`config.mk`:
```
export PLATFORM = sky130hd
export DESIGN_NAME = wake_rst_timer
export DESIGN_NICKNAME = d
export VERILOG_FILES = /design/src/rtl/wrt_pkg.sv /design/src/rtl/wrt_divider.sv /design/src/rtl/wrt_regs.sv /design/src/rtl/wake_rst_timer.sv
export SDC_FILE = /design/constraint.sdc
export NUM_CORES = 1
export LEC_CHECK = 0
export BUFFER_PORTS_ARGS = -buffer_cell sky130_fd_sc_hd__buf_4
export CORE_ASPECT_RATIO = 1.1
export CORE_MARGIN = 10
export CORE_UTILIZATION = 37
export DETAILED_ROUTE_END_ITERATION = 10
export GPL_TIMING_DRIVEN = 0
export PLACE_DENSITY = 0.56
export SKIP_LAST_GASP = 1
export SLEW_MARGIN = 10
export SYNTH_ARGS = -nofsm -noshare
export SYNTH_HDL_FRONTEND = slang
export SYNTH_HIERARCHICAL = 1
export SYNTH_SLANG_ARGS = --single-unit
```
`constraint.sdc`:
```
create_clock -name clk_i -period 8.5 [get_ports clk_i]
set_clock_uncertainty 0.2 [all_clocks]
set_input_delay 1.7 -clock clk_i [delete_from_list [all_inputs] [get_ports clk_i]]
set_output_delay 1.7 -clock clk_i [all_outputs]
set_load 0.005 [all_outputs]
```
`src/rtl/wrt_pkg.sv`:
```
package wrt_pkg;
  localparam int unsigned BYTE_W   = 8;
  localparam int unsigned FLAG_BIT = 7;
  localparam int unsigned ACK_BIT  = 6;
  localparam int unsigned ADR_WAKE = 0;
  localparam int unsigned ADR_PRST = 1;
endpackage

```
`src/rtl/wrt_divider.sv`:
```
module wrt_divider #(
  parameter int unsigned W = 6
) (
  input  logic         clk_i,
  input  logic         rst_ni,
  input  logic         step_i,
  input  logic         restart_i,
  input  logic [W-1:0] limit_i,
  output logic         wrap_o
);
  logic [W-1:0] cnt_q;
  logic         at_end;

  assign at_end = (cnt_q >= limit_i - W'(1));
  assign wrap_o = step_i && !restart_i && at_end;

  always_ff @(posedge clk_i or negedge rst_ni) begin
    if (!rst_ni)        cnt_q <= '0;
    else if (restart_i) cnt_q <= '0;
    else if (step_i)    cnt_q <= at_end ? '0 : cnt_q + W'(1);
  end
endmodule

```
`src/rtl/wrt_regs.sv`:
```
module wrt_regs
  import wrt_pkg::*;
#(
  parameter int unsigned IVL_W  = 6,
  parameter int unsigned ADDR_W = 2
) (
  input  logic              clk_i,
  input  logic              rst_ni,
  input  logic [ADDR_W-1:0] addr_i,
  input  logic              we_i,
  input  logic [BYTE_W-1:0] wdata_i,
  input  logic              period_i,
  output logic [IVL_W-1:0]  wake_ivl_o,
  output logic [IVL_W-1:0]  prst_ivl_o,
  output logic              flag_o,
  output logic              wake_restart_o,
  output logic              prst_restart_o,
  output logic [BYTE_W-1:0] rdata_o
);
  logic [IVL_W-1:0] wake_q, prst_q, new_ivl;
  logic             flag_q, wr_wake, wr_prst, wake_evt;

  assign new_ivl = wdata_i[IVL_W-1:0];
  assign wr_wake = we_i && (addr_i == ADDR_W'(ADR_WAKE));
  assign wr_prst = we_i && (addr_i == ADDR_W'(ADR_PRST));

  // interlock: never leave both intervals at zero
  assign wake_restart_o = wr_wake && (new_ivl != wake_q) && !((new_ivl == '0) && (prst_q == '0));
  assign prst_restart_o = wr_prst && (new_ivl != prst_q) && !((new_ivl == '0) && (wake_q == '0));
  assign wake_evt       = period_i && (wake_q != '0);

  always_ff @(posedge clk_i or negedge rst_ni) begin
    if (!rst_ni) begin
      wake_q <= '1;
      prst_q <= '1;
      flag_q <= 1'b0;
    end else begin
      if (wake_restart_o) wake_q <= new_ivl;
      if (prst_restart_o) prst_q <= new_ivl;
      if (wake_evt)                           flag_q <= 1'b1;
      else if (wr_wake && wdata_i[ACK_BIT])   flag_q <= 1'b0;
    end
  end

  always_comb begin
    rdata_o = '0;
    if (addr_i == ADDR_W'(ADR_WAKE)) begin
      rdata_o[IVL_W-1:0] = wake_q;
      rdata_o[FLAG_BIT]  = flag_q;
    end else if (addr_i == ADDR_W'(ADR_PRST)) begin
      rdata_o[IVL_W-1:0] = prst_q;
    end
  end

  assign wake_ivl_o = wake_q;
  assign prst_ivl_o = prst_q;
  assign flag_o     = flag_q;
endmodule

```
`src/rtl/wake_rst_timer.sv`:
```
module wake_rst_timer
  import wrt_pkg::*;
#(
  parameter int unsigned IVL_W  = 6,
  parameter int unsigned ADDR_W = 2
) (
  input  logic              clk_i,
  input  logic              rst_ni,
  input  logic              tick_i,
  input  logic [ADDR_W-1:0] addr_i,
  input  logic              we_i,
  input  logic [BYTE_W-1:0] wdata_i,
  output logic [BYTE_W-1:0] rdata_o,
  output logic              irq_o,
  output logic              prst_req_o
);
  logic [IVL_W-1:0] wake_ivl, prst_ivl, wake_lim;
  logic             wake_rs, prst_rs, wake_wrap, prst_wrap, prst_step, prst_q;

  // zero interval disables irq but keeps the time base at max period
  assign wake_lim  = (wake_ivl == '0) ? '1 : wake_ivl;
  assign prst_step = wake_wrap && (prst_ivl != '0);

  wrt_regs #(.IVL_W(IVL_W), .ADDR_W(ADDR_W)) u_regs (
    .clk_i, .rst_ni, .addr_i, .we_i, .wdata_i,
    .period_i      (wake_wrap),
    .wake_ivl_o    (wake_ivl),
    .prst_ivl_o    (prst_ivl),
    .flag_o        (irq_o),
    .wake_restart_o(wake_rs),
    .prst_restart_o(prst_rs),
    .rdata_o
  );

  wrt_divider #(.W(IVL_W)) u_wake_div (
    .clk_i, .rst_ni,
    .step_i   (tick_i),
    .restart_i(wake_rs),
    .limit_i  (wake_lim),
    .wrap_o   (wake_wrap)
  );

  wrt_divider #(.W(IVL_W)) u_prst_div (
    .clk_i, .rst_ni,
    .step_i   (prst_step),
    .restart_i(prst_rs),
    .limit_i  (prst_ivl),
    .wrap_o   (prst_wrap)
  );

  always_ff @(posedge clk_i or negedge rst_ni) begin
    if (!rst_ni) prst_q <= 1'b0;
    else         prst_q <= prst_wrap;
  end

  assign prst_req_o = prst_q;
endmodule

```
==> run_results.csv <==
group,metric,value,unit
status,outcome,"completed",
die,die_h,96.9,um
yosys,synth.cell_area,1990,um2
sta,rsz0062_at_grt,"no",
yosys,synth-async-reset-ratio,100,%
setup_path,crit_fanout,9,
clock_network,post_cts_resized,0,
place,portBuffers,19,
yosys,synth_fp_nets,235,
layout,n_antenna_cell,0,
clock_network,ctsRootBufferMaster,"clkbuf_8",
yosys,synth.avg_cell_area,9.70,um2
yosys,yosys_warnings,6,
sta,max_freq,235,MHz
yosys,yosys.cell_types.count,46,
drt,wire_per_inst,14.8,um
sta,period_share,50.0,%
setup_path,worstSetupStartpointType,"input pin",
drt,wl,4450,um
global_route,grt_pass1_wl,7650,um
worst_hold_path,min_path_type,"reg -> reg",
place,hpwlAfterDp,3340,um
place,gp_congestion,0.815,
drt,first_pass_iters,4,
die,start_util,39.0,%
clock_network,numCtsBuffers,3,
sta,setup-violations-final,0,
yosys,synth_edf_count,0,
die,fp.coreArea,5100,um2
setup_path,path_class,"in -> out",
setup_path,worst_setup_path_end_kind,"primary output",
setup_path,worstPathRequired,6.60,ns
global_route,overflow,0,
drt,num_vias,1526,
yosys,ys_seq_area_share,33.5,%
pwr,p_leak,0.00101,uW
pwr,irDropWorstVdd,0.0000867,V
global_route,grt_max_degree,27,
layout,fillers,521,
drt,routed_via_density,5.09,
yosys,syn_inst,205,
clock_network,htreeDepth,1,
drt,ant_nets,0,
sta,fin_tns_setup,0,ns
die,die-area,8710,um2
global_route,track_usage,10.2,%
clock_network,cts_max_path_buffers,2,
drt,drt_iter0_drc,50,
pwr,power-per-cell-area,210,nW/um2
die,die_w,89.9,um
layout,final_common_cell,"buf_4",
die,io_pins,24,
clock_network,path_clk_slew,0.10,ns
layout,nets,259,
clock_network,clock_latency,0.27,ns
sta,hold_viol_final,0,
layout,final_cell_mix,"20 x buf_4, 18 x nand2_1, 17 x nor2_1",
sta,maxSlewViolCount,0,
layout,areaGrowthSynthToFinish,14.0,%
layout,layout-drive-gt1-share,26.3,%
yosys,ys_seq_elements,26,
clock_network,cts_tree,"yes",
global_route,grt_pass1_vias,1475,
global_route,antenna_found_initial,0,
clock_network,post-cts-setup-buffers,0,
clock_network,clock-sinks,26,
run,max_cap_violations,0,
clock_network,holdBufCountCts,0,
drt,drc,0,
setup_path,cp.arrival,2.35,ns
die,num_rows,27,
yosys,ys.flop_type,"dfrtp_1",
sta,hold_ws,0.314,ns
sta,min_period,4.25,ns
==> logic make-up (layout without fill, tap and decap cells) <==
group	after synthesis	count (layout)	synth area share (%)
XOR/XNOR	22	22	9.69
AND/OR/NAND/NOR	71	71	18.6
adder cells (fa/ha/maj)	16	16	10.1
multiplexers	19	19	10.4
buffers and inverters	12	35	2.52
flip-flops	26	26	33.5
AO/OA/AOI/OAI	38	38	15.1
other	1	1	0.188
==> final cells by class <==
cell class              count  area (um2)  area share [%]
clock buffers               4        45.0            1.99
well taps                  72        90.1            3.97
repair buffers             19         143            6.29
plain buffers               3        16.3           0.717
inverters                   9        33.8            1.49
multi-input cells         167        1270            56.2
flip-flops and latches     26         666            29.4
==> through the flow <==
stage                     instance area, um2  worst slack [ns]  total power [uW]  cells  utilization [%]
after floorplan                         1990              4.45               348    205                -
after global placement                  2220              4.11               403    296             43.6
after detailed placement                2220              4.09               407    296             43.6
after CTS                               2270              4.25               482    300             44.4
after global routing                    2270              4.14               521    300             44.4
final                                   2270              4.25               477    300             44.4
==> worst max-delay path: stages <==
cell     delay, ns
buf_2         0.23
mux2i_1       0.22
nor2_1        0.06
buf_4         0.15
==> sequential cells by signal, summed over array words and instances (netlist names) <==
register,cells
prst_req_o,1
u_prst_div/cnt_q,6
u_regs/flag_o,1
u_regs/prst_ivl_o,6
u_regs/wake_ivl_o,6
u_wake_div/cnt_q,6
==> Yosys cell counts, types with 4 or more instances <==
master    count  share of area (%)
nand4_1       5                1.6
dfrtp_1      14                 18
mux2i_1       6                3.0
ha_1         16                 10
a21oi_1       6                1.5
nand2_1      18                3.4
xor2_1        6                2.6
nor2_1       17                3.2
mux2_2       12                6.8
nand3_1       6                1.5
dfstp_2      12                 16
nor3_1        4                1.0
xnor2_1      16                7.0
a21o_1        6                2.3
o21bai_1      6                2.3
inv_1         9                1.7
o21ai_0       4                1.0
==> routing by layer <==
metal | up-vias | GRT usage, % | part of all wire [%]
met5 | - | 0 | 0
met4 | 0 | 2.19 | 0.56
met3 | 2 | 1.62 | 1.7
met2 | 8 | 15.7 | 47
met1 | 733 | 14.4 | 51
li1 | 783 | - | -
==> worst paths after layout <==
check,from,endpoint,slack (ns),cells past startpoint
max in group asynchronous,rst_ni,u_regs/wake_ivl_o[0]$_DFFE_PN1P_,6.67,1
hold reg to reg,u_wake_div/cnt_q[5]$_DFFE_PN0P_,u_wake_div/cnt_q[5]$_DFFE_PN0P_,0.31,1
setup reg to reg,u_regs/wake_ivl_o[5]$_DFFE_PN1P_,u_prst_div/cnt_q[2]$_DFFE_PN0P_,4.62,17
min in group asynchronous,rst_ni,u_prst_div/cnt_q[3]$_DFFE_PN0P_,1.12,1
hold / removal,u_wake_div/cnt_q[5]$_DFFE_PN0P_,u_wake_div/cnt_q[5]$_DFFE_PN0P_,0.31,1
setup / recovery,addr_i[0],rdata_o[3],4.25,4
==> where the power goes <==
part / leakage [uW] / internal [uW] / switching (uW) / total (uW)
Combinational: 0.000670 / 101 / 97.6 / 199
Clock: 0.0000228 / 33.6 / 40.2 / 73.7
Sequential: 0.000316 / 158 / 46.0 / 204
Note: power is estimated with default switching activity, not from simulation.
